**config.mk**
```make
export PLATFORM = sky130hd
export DESIGN_NAME = rc5_ir_decoder
export DESIGN_NICKNAME = d
export VERILOG_FILES = /design/src/rtl/rc5_dec_pkg.sv /design/src/rtl/rc5_dec_sync.sv /design/src/rtl/rc5_dec_timer.sv /design/src/rtl/rc5_dec_classify.sv /design/src/rtl/rc5_ir_decoder.sv
export SDC_FILE = /design/constraint.sdc
export NUM_CORES = 1
export LEC_CHECK = 0
export BUFFER_PORTS_ARGS = -buffer_cell sky130_fd_sc_hd__buf_2
export CORE_UTILIZATION = 54
export CTS_CLUSTER_DIAMETER = 40
export DETAILED_ROUTE_END_ITERATION = 10
export HOLD_SLACK_MARGIN = 0.02
export PLACE_DENSITY = 0.87
export SYNTH_ARGS = -nofsm -noshare
export SYNTH_HDL_FRONTEND = slang
export SYNTH_SLANG_ARGS = --single-unit
export TNS_END_PERCENT = 20
```
**constraint.sdc**
```tcl
create_clock -name clk -period 2.7 [get_ports clk]
set_clock_uncertainty 0.2 [all_clocks]
set_input_delay 0.405 -clock clk [delete_from_list [all_inputs] [get_ports clk]]
set_output_delay 0.405 -clock clk [all_outputs]
set_load 0.005 [all_outputs]
```
**src/rtl/rc5_dec_pkg.sv**
```systemverilog
package rc5_dec_pkg;

   typedef enum logic [1:0] {
      ST_IDLE = 2'd0,
      ST_RUN  = 2'd1,
      ST_DEAD = 2'd2
   } rx_state_t;

   localparam int unsigned BIT_US     = 64 * 27;
   localparam int unsigned FRAME_BITS = 14;

   // Nominal ticks per full bit, truncated to eight bits.
   function automatic int unsigned full_bit_ticks(input int unsigned clk_hz,
                                                   input int unsigned prescale);
      logic [63:0] v;
      v = 64'(clk_hz) / 64'd1000 * 64'(BIT_US) / 64'd1000 / 64'(prescale);
      return {24'd0, v[7:0]};
   endfunction

endpackage

```
**src/rtl/rc5_dec_sync.sv**
```systemverilog
module rc5_dec_sync #(
   parameter int STAGES = 2
) (
   input  logic clk,
   input  logic rst_n,
   input  logic din,
   output logic line,
   output logic edge_any,
   output logic fall,
   output logic rise
);
   if (STAGES < 2) begin : g_bad_stages
      $error("rc5_dec_sync: STAGES must be at least 2");
   end

   logic [STAGES:0] sr;

   always_ff @(posedge clk or negedge rst_n) begin
      if (!rst_n) sr <= '1;
      else        sr <= {sr[STAGES-1:0], din};
   end

   assign line     = sr[STAGES-1];
   assign edge_any = sr[STAGES-1] ^ sr[STAGES];
   assign fall     = sr[STAGES] & ~sr[STAGES-1];
   assign rise     = ~sr[STAGES] & sr[STAGES-1];
endmodule

```
**src/rtl/rc5_dec_timer.sv**
```systemverilog
module rc5_dec_timer #(
   parameter int PRESCALE = 256,
   parameter int TICK_W   = 8
) (
   input  logic              clk,
   input  logic              rst_n,
   input  logic              run,
   input  logic              restart,
   output logic [TICK_W-1:0] ticks,
   output logic              expire
);
   logic tick;

   if (PRESCALE == 1) begin : g_direct
      assign tick = 1'b1;
   end else begin : g_div
      localparam int PW = $clog2(PRESCALE);
      localparam logic [PW-1:0] LAST = PW'(PRESCALE - 1);
      logic [PW-1:0] pc;
      always_ff @(posedge clk or negedge rst_n) begin
         if (!rst_n)                pc <= '0;
         else if (!run || restart)  pc <= '0;
         else if (pc == LAST)       pc <= '0;
         else                       pc <= pc + 1'b1;
      end
      assign tick = (pc == LAST);
   end

   always_ff @(posedge clk or negedge rst_n) begin
      if (!rst_n)               ticks <= '0;
      else if (!run || restart) ticks <= '0;
      else if (tick)            ticks <= ticks + 1'b1;
   end

   assign expire = run & tick & (&ticks);
endmodule

```
**src/rtl/rc5_dec_classify.sv**
```systemverilog
module rc5_dec_classify #(
   parameter int unsigned FULL_T = 216,
   parameter int          TICK_W = 8
) (
   input  logic [TICK_W-1:0] ticks,
   output logic [1:0]        halves
);
   localparam int unsigned TOL    = FULL_T / 6;
   localparam int unsigned HALF_T = FULL_T / 2;
   localparam int unsigned ONE_LO = HALF_T - TOL;
   localparam int unsigned ONE_HI = HALF_T + TOL;
   localparam int unsigned TWO_LO = FULL_T - TOL;
   localparam int unsigned TWO_HI = FULL_T + TOL;

   int unsigned tk;

   always_comb begin
      tk = int'(ticks);
      if (tk > TWO_HI || tk < ONE_LO) halves = 2'd0;
      else if (tk > TWO_LO)           halves = 2'd2;
      else if (tk > ONE_HI)           halves = 2'd0;
      else                            halves = 2'd1;
   end
endmodule

```
**src/rtl/rc5_ir_decoder.sv**
```systemverilog
module rc5_ir_decoder
   import rc5_dec_pkg::*;
#(
   parameter int unsigned CLK_HZ      = 36_000_000,
   parameter int unsigned PRESCALE    = 256,
   parameter int          SYNC_STAGES = 2,
   parameter int          TICK_W      = 8
) (
   input  logic       clk,
   input  logic       rst_n,
   input  logic       ir_rx_n,
   input  logic [7:0] addr_filter,
   input  logic       ack,
   output logic       rx_valid,
   output logic [5:0] rx_cmd,
   output logic [4:0] rx_addr,
   output logic       rx_toggle
);
   localparam int unsigned FULL_T = full_bit_ticks(CLK_HZ, PRESCALE);
   localparam int          HALF_W = $clog2(2 * FRAME_BITS) + 1;
   localparam int          FW     = int'(FRAME_BITS);
   localparam logic [HALF_W-1:0] PAD_AT  = HALF_W'(2 * FRAME_BITS - 2);
   localparam logic [HALF_W-1:0] FULL_AT = HALF_W'(2 * FRAME_BITS - 1);

   if (FULL_T < 12) begin : g_bad_t
      $error("rc5_ir_decoder: full-bit tick count too small");
   end
   if (TICK_W < 8) begin : g_bad_w
      $error("rc5_ir_decoder: tick counter narrower than 8 bits");
   end

   rx_state_t         state;
   logic              line, edge_any, fall, rise;
   logic              in_idle, restart, expire;
   logic [TICK_W-1:0] ticks;
   logic [1:0]        halves;
   logic [HALF_W-1:0] half_cnt, fin_cnt;
   logic              parity;
   logic [FW-1:0]     shreg, fin_reg;
   logic              addr_ok, accept;

   rc5_dec_sync #(.STAGES(SYNC_STAGES)) u_sync (
      .clk(clk), .rst_n(rst_n), .din(ir_rx_n),
      .line(line), .edge_any(edge_any), .fall(fall), .rise(rise)
   );

   assign in_idle = (state == ST_IDLE);
   assign restart = (state == ST_RUN) & edge_any;

   rc5_dec_timer #(.PRESCALE(int'(PRESCALE)), .TICK_W(TICK_W)) u_timer (
      .clk(clk), .rst_n(rst_n), .run(~in_idle), .restart(restart),
      .ticks(ticks), .expire(expire)
   );

   rc5_dec_classify #(.FULL_T(FULL_T), .TICK_W(TICK_W)) u_class (
      .ticks(ticks), .halves(halves)
   );

   // Close-out view of the frame, with the silent last half filled in.
   always_comb begin
      if (half_cnt == PAD_AT) begin
         fin_cnt = FULL_AT;
         fin_reg = {shreg[FW-2:0], 1'b0};
      end else begin
         fin_cnt = half_cnt;
         fin_reg = shreg;
      end
      addr_ok = addr_filter[7] | (addr_filter == {3'b000, fin_reg[10:6]});
      accept  = expire & (fin_cnt == FULL_AT) & (&fin_reg[FW-1:FW-2])
              & ~rx_valid & addr_ok;
   end

   always_ff @(posedge clk or negedge rst_n) begin
      if (!rst_n) begin
         state    <= ST_IDLE;
         half_cnt <= '0;
         parity   <= 1'b0;
         shreg    <= '0;
      end else if (expire) begin
         state    <= ST_IDLE;
         half_cnt <= '0;
      end else begin
         unique case (state)
            ST_IDLE: if (fall) begin
               state    <= ST_RUN;
               half_cnt <= '0;
               parity   <= 1'b1;
               shreg    <= '0;
            end
            ST_RUN: if (edge_any) begin
               parity <= ~parity;
               if (halves == 2'd0) begin
                  state    <= ST_DEAD;
                  half_cnt <= '0;
               end else begin
                  if (halves == 2'd2 || !half_cnt[0])
                     shreg <= {shreg[FW-2:0], parity};
                  half_cnt <= half_cnt + HALF_W'(halves);
               end
            end
            default: ;
         endcase
      end
   end

   always_ff @(posedge clk or negedge rst_n) begin
      if (!rst_n) begin
         rx_valid  <= 1'b0;
         rx_cmd    <= '0;
         rx_addr   <= '0;
         rx_toggle <= 1'b0;
      end else if (accept) begin
         rx_valid  <= 1'b1;
         rx_cmd    <= fin_reg[5:0];
         rx_addr   <= fin_reg[10:6];
         rx_toggle <= fin_reg[11];
      end else if (ack) begin
         rx_valid  <= 1'b0;
      end
   end
endmodule

```
# After elaboration in Yosys (flattened, before gate mapping)
# Index checks and enable logic that the tools add are counted.
dict set report op_classes {
  mul 0
  n_div 0
  muxes 29
  n_addsub 3
  bitwise 15
  shifts 0
  reduce_logical 15
  order_cmp 3
  n_eq_ne 13
}
# operator n
set ops {}
lappend ops {{two-way mux 14 bit} 5}
lappend ops {{two-way mux 8 bit} 4}
lappend ops {{two-way mux 6 bit} 5}
lappend ops {{case mux 14 bit (2 select lines)} 1}
lappend ops {{adder 8 x 1 -> 8 bit, second input constant} 2}
lappend ops {{greater-than comparator 8 bit, second input constant} 2}
lappend ops {{equality test 6 x 5 -> 1 bit, second input constant} 2}
lappend ops {{two-way mux 2 bit} 6}
lappend ops {{case mux 6 bit (2 select lines)} 1}
lappend ops {{AND 1 bit} 8}
lappend ops {{equality test 8 x 5 -> 1 bit} 1}
lappend ops {{equality test 8 bit, second input constant} 1}
lappend ops {{less-than comparator 8 x 7 -> 1 bit, second input constant} 1}
lappend ops {{AND reduction 4 bit} 2}
lappend ops {{AND reduction 8 bit} 1}
lappend ops {{adder 6 x 2 -> 6 bit} 1}
lappend ops {{!= test 2 bit, second input constant} 3}
lappend ops {{!= test 3 x 2 -> 1 bit, second input constant} 2}
lappend ops {{AND reduction 6 bit} 1}
lappend ops {{nonzero test 2 bit} 3}
lappend ops {{two-way mux 1 bit} 5}
lappend ops {{NOT 1 bit} 5}
lappend ops {{logical NOT 2 bit} 2}
lappend ops {{case mux 2 bit (2 select lines)} 1}
lappend ops {{12 further kinds} 13}
dict set report word_totals {
  romBits 0
  register_bits 55
  latchBits 0
  mem_count 0
  mem_bits_rw 0
}

# Longest topological paths before layout
dict set report logic_depth {
  ltp_word 10
  ltp_mapped 10
  depth_no_buf 10
}

# Cells and area by module
# A second synthesis with hierarchy kept.
dict set report hier_totals {
  hier_cells 347
  area_unflattened_um2 3275.6
}
# module cells_per_inst area_per_inst_um2 seq_area_each_um2 instances
set by_module_without_submodules {}
lappend by_module_without_submodules {rc5_ir_decoder 242 2215.9 900.9 1}
lappend by_module_without_submodules {rc5_dec_timer 88 884.6 400.4 1}
lappend by_module_without_submodules {rc5_dec_sync 8 115.1 78.8 1}
lappend by_module_without_submodules {rc5_dec_classify 9 60.1 0.0 1}

# Worst setup path before layout
# OpenSTA, ideal clock, no wires.
dict set report synth_timing {
  path_kind {flip-flop to flip-flop}
  startpoint {reg half_cnt[2]}
  endpoint {reg rx_cmd[2]}
  slack_ns 0.142
  path_stages_with_launch 9
  arrival_ns 2.289
  path_cell_list {dfrtp_1 -> or4b_4 -> buf_6 -> o21ai_4 -> a21o_2 -> o2111ai_4 -> buf_6 -> or4_1 -> nand3_1}
}
dict set report synth_between {
  elab_chain_len 7
  word_cells_on_any_way 11
  cone_classes {eq/ne: 3; mux: 2; bitwise: 5; reduce/logical: 1}
}
# item line
set synth_rtl {}
lappend synth_rtl {{start, declared} rc5_ir_decoder.sv:37} ;# logic [HALF_W-1:0] half_cnt, fin_cnt;
lappend synth_rtl {{start signal, assigned} rc5_ir_decoder.sv:98} ;# half_cnt <= half_cnt + HALF_W'(halves);
lappend synth_rtl {{equality test 6 x 5 -> 1 bit} rc5_ir_decoder.sv:61} ;# if (half_cnt == PAD_AT) begin
lappend synth_rtl {{two-way mux 6 bit} rc5_ir_decoder.sv:61}
lappend synth_rtl {{equality test 6 x 5 -> 1 bit} rc5_ir_decoder.sv:69} ;# accept = expire & (fin_cnt == FULL_AT) & (&fin_reg[FW-1:FW-2])
lappend synth_rtl {{AND 1 bit (2 in a row)} rc5_ir_decoder.sv:69}
lappend synth_rtl {{AND 1 bit (2 in a row)} rc5_ir_decoder.sv:70} ;# & ~rx_valid & addr_ok;
lappend synth_rtl {{end signal, assigned} rc5_ir_decoder.sv:114} ;# rx_cmd <= fin_reg[5:0];
lappend synth_rtl {{end, declared} rc5_ir_decoder.sv:15} ;# output logic [5:0] rx_cmd,
# Several ways; a longest one is shown, not always the timed one.
# A chain may end at the register's enable or synchronous reset.

# Worst setup path in the final report
dict set report layout_timing {
  startpoint {reg u_timer.ticks[1]}
  endpoint {reg shreg[11]}
}
dict set report layout_between {
  elab_chain_len 8
  word_cells_on_any_way 15
  cone_classes {order compare: 3; eq/ne: 3; mux: 3; bitwise: 2; reduce/logical: 4}
}
# item line
set layout_rtl {}
lappend layout_rtl {{start, declared} rc5_dec_timer.sv:9} ;# output logic [TICK_W-1:0] ticks,
lappend layout_rtl {{start signal, assigned} rc5_dec_timer.sv:32} ;# else if (tick) ticks <= ticks + 1'b1;
lappend layout_rtl {{greater-than comparator 8 bit} rc5_dec_classify.sv:21} ;# else if (tk > ONE_HI) halves = 2'd0;
lappend layout_rtl {{two-way mux 1 bit} rc5_dec_classify.sv:21}
lappend layout_rtl {{two-way mux 2 bit} rc5_dec_classify.sv:20} ;# else if (tk > TWO_LO) halves = 2'd2;
lappend layout_rtl {{two-way mux 2 bit} rc5_dec_classify.sv:19} ;# if (tk > TWO_HI || tk < ONE_LO) halves = 2'd0;
lappend layout_rtl {{equality test 2 bit} rc5_ir_decoder.sv:96} ;# if (halves == 2'd2 || !half_cnt[0])
lappend layout_rtl {{logical OR 1 bit} rc5_ir_decoder.sv:96}
lappend layout_rtl {{!= test 2 x 1 -> 1 bit (no line)} n/a}
lappend layout_rtl {{AND reduction 6 bit (no line) (*)} n/a}
lappend layout_rtl {{end signal, assigned} rc5_ir_decoder.sv:97} ;# shreg <= {shreg[FW-2:0], parity};
lappend layout_rtl {{end, declared} rc5_ir_decoder.sv:39} ;# logic [FW-1:0] shreg, fin_reg;
# Every way passes the cells marked *; elsewhere a longest branch is shown, timed or not.

==> summary.md <==
| Metric | Value |
|---|---|
| Total CTS buffers | `5` |
| Clock buffer depth | `2` |
| Detailed-route via count | `2862` |
| Die H | `79.9 um` |
| Ant. Diodes | `0` |
| Unrepaired setup endpoints after global routing | `yes` |
| Final hold vios | `0` |
| PnR Total Power | `between 1.5 and 2 mW` |
| Cell count after synthesis | `~360` |
| Yosys reg bits | `55` |
| Initial DRC Count | `202` |
| Flop2flop setup slack | `0.06 ns` |
| Outcome | `completed` |
| Pin count of the biggest net entering global routing | `56` |
| Leak | `around 1.6 nW` |
| Post-synthesis sequential area ratio | `42.1%` |
| Syn Nets | `378` |
| Mapped cell area | `3270 um2` |
| Clk root buf | `clkbuf_8` |
| Tmin final | `2.64 ns` |
| HP Class | `input pin to async pin` |
| Area occupied by multi-input gates | `1820 um2` |
| Final Cycle Share | `97.7%` |
| First-pass GRT wire length | `12.1 mm` |
| Final wirelength | `7.65 mm` |
| Antenna Nets Post-Route | `0` |
| Num rows | `27` |
| Reg2Reg Capture Point | `shreg[11]$_DFFE_PN0P_` |
| Maximum clock rate | `0.379 GHz` |
| VDD IR max | `0.396 mV` |
| # fillers | `409` |
| Gpl congestion | `0.850` |
| CP startpoint | `u_timer.ticks[1]$_DFFE_PN0P_` |
| TritonCTS clock tree | `built` |
| Pwr per Cell Area | `504 nW/um2` |
| Slew @ Worst Pin | `0.680 ns` |
| Vias in the first global route | `between 2000 and 3000` |
| Clock Sinks | `55` |
| Clk pin slew, worst setup/hold paths | `0.10 ns` |
| Asr flop ratio synth | `100%` |
| Critical path class | `flip-flop to flip-flop` |
| Vias per Instance | `between 6 and 7` |
| Worst R2R Path Depth | `10` |
| DRC errors left | `0` |
| FF-to-FF Start | `u_timer.ticks[1]$_DFFE_PN0P_` |
| Max Slew Vio Count | `0` |
| Layout cell share with drive strength beyond 1 | `22.3%` |
| Worst-path fanout max | `4` |
| DR pass1 iterations | `4` |
| Core Util, Final | `approximately 68%` |
| Syn_area_per_cell | `9.15 um2` |
| Overall Global Routing Usage | `24.3%` |
| Area delta synth->final | `18.2%` |
| Die Wd | `about 80 um` |
| Top Ports | `25` |
| H-tree Lvls | `2` |
| Initial Util | `57.7%` |
| Die area | `around 6400 um2` |
| YS warnings | `0` |
| CP Capture Point | `shreg[11]$_DFFE_PN0P_` |
| Nets@finish | `422` |
| Detailed placement HPWL | `between 4 and 5 mm` |
| # port buffers | `24` |
| Clk_lat worst skew | `0.31 ns` |
| Initial antenna violation count | `0` |
| Critical Path Source Type | `flip-flop` |
| Slew headroom | `54.7%` |
| Worst Path Arrival | `approximately 2.7 ns` |
| Final setup viols | `0` |
| Worst path required time | `2.72 ns` |
| DR WL/cell | `16.1 um` |
| Area taken by flip-flops and latches | `1380 um2` |
| Core Box Area | `5680 um2` |
| Maxcap violations | `0` |
| Fin Hold WS | `between 0.007 and 0.008 ns` |
| EDFF count, synth | `0` |
| Worst setup EP type | `flip-flop` |
| GRT Residual Overflow | `0` |
| Main flop type after synthesis | `dfrtp_1` |
| Post-synth cell types | `52` |
==> routing by layer <==
| metal | part of all wire (%) | global-route usage, % |
|---|---|---|
| met1 | 44 | 32.7 |
| met2 | 49 | 39.1 |
| met3 | 4.6 | 2.97 |
| met4 | 2.5 | 10.7 |
| met5 | 0 | 0 |
==> cells in the final DEF, fill, tap and decap left out, types with 16 or more instances in the layout <==
cell      n
mux2i_1  16
a21oi_1  18
nor2_1   30
nand2_1  35
dfrtp_1  52
nor3_1   20
nand3_1  22
inv_1    20
buf_4    26
buf_2    24
==> what timing repair did <==
action / CTS / global route
pin swaps: 3 / 11
hold buffers: 1 / 0
gates cloned: 0 / 1
resized for setup: 5 / 18
setup buffers: 3 / 2
endpoints found under the setup margin: 16 / 30
hold endpoints to repair: 1 / 0
==> per-stage QoR <==
stage	instance area [um2]	setup slack [ns]	setup TNS, ns	std cells
5_1_grt	3870	-0.0243	-0.0907	475
2_1_floorplan	3270	0.142	0	358
3_3_place_gp	3600	0.0362	0	461
6_report	3870	0.0615	0	475
4_1_cts	3760	0.0105	0	473
3_5_place_dp	3600	-0.0378	-0.0873	461
==> registers in the layout (all words and copies together), names as in the netlist <==
| name | cells |
|---|---|
| state | 2 |
| rx_valid | 1 |
| half_cnt | 6 |
| rx_toggle | 1 |
| rx_addr | 5 |
| rx_cmd | 6 |
| u_sync.sr | 3 |
| parity | 1 |
| u_timer.g_div.pc | 8 |
| u_timer.ticks | 8 |
| shreg | 14 |
==> worst min-delay path by stage <==
stage	startpoint	to	slack, ns	cells past startpoint
floorplan	rst_n	half_cnt[0]$_DFFE_PN0P_	-0.09	0
CTS	rst_n	u_timer.ticks[5]$_DFFE_PN0P_	0.04	2
global placement	u_sync.sr[0]$_DFF_PN1_	u_sync.sr[1]$_DFF_PN1_	0.15	0
global route	rst_n	u_timer.ticks[5]$_DFFE_PN0P_	0.07	2
finish	rst_n	u_timer.ticks[5]$_DFFE_PN0P_	0.007	2
detailed placement	u_sync.sr[0]$_DFF_PN1_	u_sync.sr[1]$_DFF_PN1_	0.15	0
==> power by group <==
| group | total (mW) | switching (mW) | internal (mW) | leakage, nW |
|---|---|---|---|---|
| logic | 0.397 | 0.226 | 0.171 | 0.880 |
| registers | 0.979 | 0.0795 | 0.899 | 0.676 |
| clock network | 0.573 | 0.273 | 0.301 | 0.0612 |
==> worst max-delay path, cell delays in order, from the launching register on <==
cell and delay, ns:
dfrtp_1 0.41, inv_2 0.10, ha_2 0.18, or3b_4 0.38, a21oi_4 0.17, o22ai_2 0.11, nor2b_4 0.14, o41ai_4 0.30
buf_4 0.20, buf_6 0.13, mux2i_1 0.22
==> synth_stat cells (2+ instances only) <==
cell / count / area share (%)
buf_2: 3 / 0.46
dfstp_2: 3 / 2.4
or2_2: 2 / 0.38
buf_6: 2 / 0.69
nor2b_1: 15 / 2.9
nor4_1: 5 / 0.96
xor2_1: 11 / 2.9
and3_1: 2 / 0.38
nand4_1: 5 / 0.96
nand4b_1: 2 / 0.54
nor3_1: 21 / 3.2
o21ai_0: 5 / 0.76
dfrtp_1: 52 / 40
nand3_1: 22 / 3.4
or4_1: 12 / 2.8
inv_1: 22 / 2.5
nor2_1: 30 / 3.4
nand2b_1: 5 / 0.96
and2_1: 3 / 0.57
a21oi_1: 19 / 2.9
ha_1: 7 / 2.7
xnor2_1: 7 / 1.9
a221oi_1: 12 / 3.2
mux2i_1: 16 / 4.9
nand2_1: 35 / 4.0
clkbuf_1: 13 / 1.5
or3_1: 2 / 0.38
==> cells by family (layout without fill, tap and decap cells) <==
| kind of cell | Yosys count | count (layout) | synth area share, % |
|---|---|---|---|
| simple gates | 167 | 167 | 26.9 |
| flops | 55 | 55 | 42.1 |
| compound gates | 52 | 53 | 12.2 |
| buf+inv | 41 | 85 | 5.39 |
| xor+xnor | 18 | 18 | 4.81 |
| mux | 17 | 17 | 5.23 |
| fa+ha+maj | 8 | 8 | 3.29 |
==> area by class of cell <==
| cell class | instances | area share, % |
|---|---|---|
| repair buffers | 55 | 9.80 |
| flip-flops and latches | 55 | 35.7 |
| well taps | 72 | 2.33 |
| inverters | 22 | 2.13 |
| clock buffers | 6 | 2.13 |
| clock inverters | 2 | 0.906 |
| multi-input cells | 263 | 47.0 |
(Power assumes the default switching activity.)
